## config.mk

```make
export PLATFORM = sky130hd
export DESIGN_NAME = sat7_counter
export DESIGN_NICKNAME = d
export VERILOG_FILES = /design/src/rtl/sat7_pkg.sv /design/src/rtl/sat7_ctrl.sv /design/src/rtl/sat7_dpath.sv /design/src/rtl/sat7_counter.sv
export SDC_FILE = /design/constraint.sdc
export NUM_CORES = 1
export LEC_CHECK = 0
export ABC_AREA = 0
export BUFFER_PORTS_ARGS = -buffer_cell sky130_fd_sc_hd__buf_4
export CAP_MARGIN = 20
export CORE_AREA = 4 4 41 43
export DETAILED_ROUTE_END_ITERATION = 16
export DIE_AREA = 0 0 45 47
export GPL_ROUTABILITY_DRIVEN = 0
export PLACE_DENSITY_LB_ADDON = 0.05
export SLEW_MARGIN = 10
export SYNTH_ARGS = -nofsm -noshare
export SYNTH_HDL_FRONTEND = slang
export SYNTH_HIERARCHICAL = 1
export SYNTH_SLANG_ARGS = --single-unit
```

## constraint.sdc

```tcl
create_clock -name clk -period 2.48 [get_ports clk]
set_input_delay 0.62 -clock clk [delete_from_list [all_inputs] [get_ports clk]]
set_output_delay 0.62 -clock clk [all_outputs]
set_load 0.005 [all_outputs]
```

## src/rtl/sat7_pkg.sv

```systemverilog
package sat7_pkg;
  localparam int STATE_W    = 3;
  localparam int NUM_STATES = 7;
  localparam logic [STATE_W-1:0] LAST_IDX = STATE_W'(NUM_STATES - 1);

  // Per-bit toggle enables handed from control to datapath
  typedef struct packed {
    logic [STATE_W-1:0] tglEn;
  } ctlStrobes_t;

  // Index -> register code
  function automatic logic [STATE_W-1:0] encodeIdx(input logic [STATE_W-1:0] idx,
                                                   input bit useGray);
    return useGray ? (idx ^ (idx >> 1)) : idx;
  endfunction

  // Register code -> index; the unused code of either encoding maps to 7
  function automatic logic [STATE_W-1:0] decodeCode(input logic [STATE_W-1:0] code,
                                                    input bit useGray);
    logic [STATE_W-1:0] bin;
    if (useGray) begin
      bin[STATE_W-1] = code[STATE_W-1];
      for (int i = STATE_W - 2; i >= 0; i--) bin[i] = bin[i+1] ^ code[i];
    end else begin
      bin = code;
    end
    return bin;
  endfunction
endpackage

```

## src/rtl/sat7_ctrl.sv

```systemverilog
module sat7_ctrl
  import sat7_pkg::*;
#(
  parameter bit GRAY_ENC = 1'b1
) (
  input  logic               clk,
  input  logic               rst,
  input  logic               countUp,
  input  logic [STATE_W-1:0] stateCode,
  output ctlStrobes_t        strobes
);
  logic [STATE_W-1:0] curIdx;
  logic [STATE_W-1:0] nextIdx;
  logic               codeUnused;

  always_comb begin
    curIdx     = decodeCode(stateCode, GRAY_ENC);
    codeUnused = (curIdx > LAST_IDX);
    if (codeUnused)
      nextIdx = '0;
    else if (countUp)
      nextIdx = (curIdx == LAST_IDX) ? curIdx : curIdx + STATE_W'(1);
    else
      nextIdx = (curIdx == '0) ? curIdx : curIdx - STATE_W'(1);
    strobes.tglEn = stateCode ^ encodeIdx(nextIdx, GRAY_ENC);
  end

  AST_STEP_UP: assert property (@(posedge clk) disable iff (rst)
    (curIdx < LAST_IDX && countUp) |=> (curIdx == $past(curIdx) + STATE_W'(1)));
  AST_STEP_DOWN: assert property (@(posedge clk) disable iff (rst)
    (curIdx > '0 && curIdx <= LAST_IDX && !countUp) |=> (curIdx == $past(curIdx) - STATE_W'(1)));
  AST_HOLD_LOW: assert property (@(posedge clk) disable iff (rst)
    (curIdx == '0 && !countUp) |=> (curIdx == '0));
  AST_HOLD_HIGH: assert property (@(posedge clk) disable iff (rst)
    (curIdx == LAST_IDX && countUp) |=> (curIdx == LAST_IDX));
endmodule

```

## src/rtl/sat7_dpath.sv

```systemverilog
module sat7_dpath
  import sat7_pkg::*;
#(
  parameter bit GRAY_ENC = 1'b1
) (
  input  logic               clk,
  input  logic               rst,
  input  ctlStrobes_t        strobes,
  output logic [STATE_W-1:0] stateCode,
  output logic [STATE_W-1:0] stateIdx
);
  logic [STATE_W-1:0] stateQ;
  logic [STATE_W-1:0] rawIdx;

  // One toggle flip-flop per state bit
  for (genvar b = 0; b < STATE_W; b++) begin : g_tff
    always_ff @(posedge clk) begin
      if (rst) stateQ[b] <= 1'b0;
      else     stateQ[b] <= stateQ[b] ^ strobes.tglEn[b];
    end
  end

  always_comb begin
    rawIdx    = decodeCode(stateQ, GRAY_ENC);
    stateIdx  = (rawIdx > LAST_IDX) ? '0 : rawIdx;
    stateCode = stateQ;
  end

  AST_RESET_S0: assert property (@(posedge clk)
    rst |=> (stateQ == '0));
  AST_NO_UNUSED: assert property (@(posedge clk) disable iff (rst)
    (rawIdx <= LAST_IDX));
  AST_UNUSED_RECOVER: assert property (@(posedge clk) disable iff (rst)
    (rawIdx > LAST_IDX) |=> (stateQ == '0));

  if (GRAY_ENC) begin : g_grayChk
    AST_GRAY_ONE_BIT: assert property (@(posedge clk) disable iff (rst)
      1'b1 |=> $onehot0(stateQ ^ $past(stateQ)));
  end
endmodule

```

## src/rtl/sat7_counter.sv

```systemverilog
module sat7_counter
  import sat7_pkg::*;
#(
  parameter bit GRAY_ENC = 1'b1
) (
  input  logic               clk,
  input  logic               rst,
  input  logic               countUp,
  output logic [STATE_W-1:0] stateCode,
  output logic [STATE_W-1:0] stateIdx
);
  ctlStrobes_t        strobes;
  logic [STATE_W-1:0] codeQ;

  sat7_ctrl #(.GRAY_ENC(GRAY_ENC)) u_ctrl (
    .clk      (clk),
    .rst      (rst),
    .countUp  (countUp),
    .stateCode(codeQ),
    .strobes  (strobes)
  );

  sat7_dpath #(.GRAY_ENC(GRAY_ENC)) u_dpath (
    .clk      (clk),
    .rst      (rst),
    .strobes  (strobes),
    .stateCode(codeQ),
    .stateIdx (stateIdx)
  );

  assign stateCode = codeQ;
endmodule

```

==> run metrics <==
via count of the first global-routing pass 381; Floorplan Core Area 0.00130 mm2; std cell rows 13; asr flop ratio synth 0%; startpoint-to-endpoint class of the critical path flip-flop to flip-flop; source of the worst hold timing path rst; diode count 0; Final setup viols 0; fraction of the cycle the final worst path needs 95.1%; CTS tree done; total I/O pin count 9; via density per instance 4.78; shortest clock period the worst path allows after layout 2.36 ns; number of register bits inferred by synthesis 3; DIE HEIGHT 47 um; r2r worst-path depth 11; Via Count 397; CTS H-Tree Depth 1; unrepaired setup endpoints after global routing no; critical path startpoint category flip-flop; buffers inserted during post-CTS setup optimization 0; Final #Nets 77; max reg flops 3; number of antenna violations at the first check in global routing 0; drt drc 0; Final Core Density 42.1%; clock network latency to the later pin of the worst-skew pair 0.23 ns; synthesized cell area 429 um2; maximum count of clock buffers along a single path 2; antenna viol nets, final 0; Reg2Reg Setup Slack 0.12 ns; most frequent cells in the layout 11 x buf_4, 6 x inv_1, 6 x nor2_1, 5 x xnor2_1; CP arrival 2.47 ns; clk sink count 3; fin cells 83; routed len/inst 10.7 um; reg-to-reg critical path startpoint u_dpath/stateCode[1]; count of flip-flops with a built-in enable after synthesis 0; end of the worst register-to-register path u_dpath/stateCode[0]; worst hold-check path type input port to flip-flop; max cap viols 0; CP Data Required Time 2.59 ns; Top FF cell, synth dfxtp_1; Lkg Pwr 0.253 nW; type of destination of the critical path flip-flop; Final Max Slew Viols 0; residual overflow from global routing 0; final-layout setup total negative slack 0 ns; sequential-to-total area share from yosys stat 14.0%; synthesized instance count 56; ratio of cells with drive above 1 in the final layout 23.5%; number of warnings reported in the yosys synthesis log 6; status complete, no violations; overall track demand over capacity in global routing 10.3%; final worst clock skew 0.00390 ns; fmax 424 MHz; first-pass GRT wire length 1.58 mm; horizontal die dimension 45 um; pin count of the biggest net entering global routing 15; post-route total power 0.874 mW; clock slew seen by the registers of the worst setup and hold paths 0.04 ns; clock buffers created by TritonCTS 3; effective utilization at floorplan 33.0%; DP HPWL 672 um; final hold violation count 0; Port Buffers 8; number of cells on the worst hold path 2; DRT iter0 DRCs 5; most common cell after layout, fill and taps aside buf_4; root cell of the clock tree clkbuf_4; maximum vdd drop 0.711 mV; mean post-synth cell area 7.66 um2; Slew Limit Headroom 75.7%; number of placed instances with taps included 79; Power per Cell Area 1590 mW/mm2; peak fanout along the critical path 5; Post-Synthesis Net Count 64; actual transition at the worst max-transition pin 0.360 ns; Die Footprint 0.00212 mm2; DRT Pass-1 Iters 4; WHS Endpoint u_dpath/stateCode[1]; number of library cell types mapped by synthesis 24; wirelength, routed 892 um; signed area change from the synthesized netlist to the final layout 27.7%
[cell usage after synthesis (2+ instances only)]
library cell  number  share of area (%)
a21boi_0           3                5.2
buf_2              2                2.3
dfxtp_1            3                 14
ha_1               5                 15
inv_1              6                5.2
mux2i_1            2                4.7
nand2_1            2                1.7
nor2_1             6                5.2
nor2b_1            4                5.8
o21ai_0            4                4.7
or3_1              2                2.9
xnor2_1            5                 10
[cells by family (layout without fill, tap and decap cells)]
kind of cell / after synthesis / in the layout / share of synthesized area [%]
adders and majority gates: 5 / 5 / 14.6
xor gates and xnor gates: 5 / 5 / 10.2
AOI/OAI and AO/OA: 14 / 14 / 23.0
DFF: 3 / 3 / 14.0
buffers and inverters: 9 / 21 / 10.2
muxes: 2 / 2 / 4.66
and+or+nand+nor: 18 / 18 / 23.3
[area by class of cell]
class	instances	area, um2
Sequential cell	3	60.1
Fill cell	148	753
Inverter	6	22.5
Timing Repair Buffer	11	82.6
Clock buffer	4	26.3
Multi-Input combinational cell	44	338
Tap cell	15	18.8
[worst max-delay path, stage by stage, from the launching register on]
cell and delay, ns:
dfxtp_1 0.32, inv_1 0.07, ha_4 0.28, inv_1 0.04, ha_1 0.23, and3_4 0.19
or3_1 0.37, and3b_1 0.17, mux2i_1 0.20, xnor2_1 0.18, xnor2_1 0.16, nor2_1 0.05
[how the worst max path moves through the flow]
stage / cells after the start / slack, ns / from / end
detailed placement: 11 / 0.14 / u_dpath/stateCode[1] / u_dpath/stateCode[0]
global placement: 11 / 0.12 / u_dpath/stateCode[1] / u_dpath/stateCode[0]
global route: 11 / 0.03 / u_dpath/stateCode[1] / u_dpath/stateCode[0]
finish: 11 / 0.12 / u_dpath/stateCode[1] / u_dpath/stateCode[0]
floorplan: 11 / 0.15 / u_dpath/stateCode[1] / u_dpath/stateCode[0]
CTS: 11 / 0.07 / u_dpath/stateCode[1] / u_dpath/stateCode[0]
[timing repair]
| item | 4_1_cts | 5_1_grt |
|---|---|---|
| hold buffers | 0 | 0 |
| resized for setup | 0 | 2 |
| setup endpoints to repair | 0 | 3 |
[metal layers]
| layer | track usage (%) | wire [um] | vias up | part of all wire [%] |
|---|---|---|---|---|
| met5 | 0 | 0 | - | 0 |
| met4 | 7.02 | 0 | 0 | 0 |
| met3 | 1.15 | 23 | 0 | 2.6 |
| met2 | 15.5 | 449 | 4 | 50 |
| met1 | 13.8 | 419 | 177 | 47 |
| li1 | - | - | 216 | - |
[metrics by stage]
step / instance area (um2) / hold WS, ns / worst slack [ns]
after floorplan: 429 / 0.551 / 0.153
final: 548 / 0.564 / 0.120
after detailed placement: 509 / 0.625 / 0.136
after global placement: 509 / 0.641 / 0.117
after global routing: 548 / 0.556 / 0.0313
after CTS: 536 / 0.558 / 0.0702
[report_power, final]
part / internal (mW) / switching (mW) / total (mW)
clock network: 0.0601 / 0.0232 / 0.0833
logic: 0.374 / 0.328 / 0.702
registers: 0.0701 / 0.0181 / 0.0883
total: 0.505 / 0.369 / 0.874
Power figures use the tool's default switching activity.
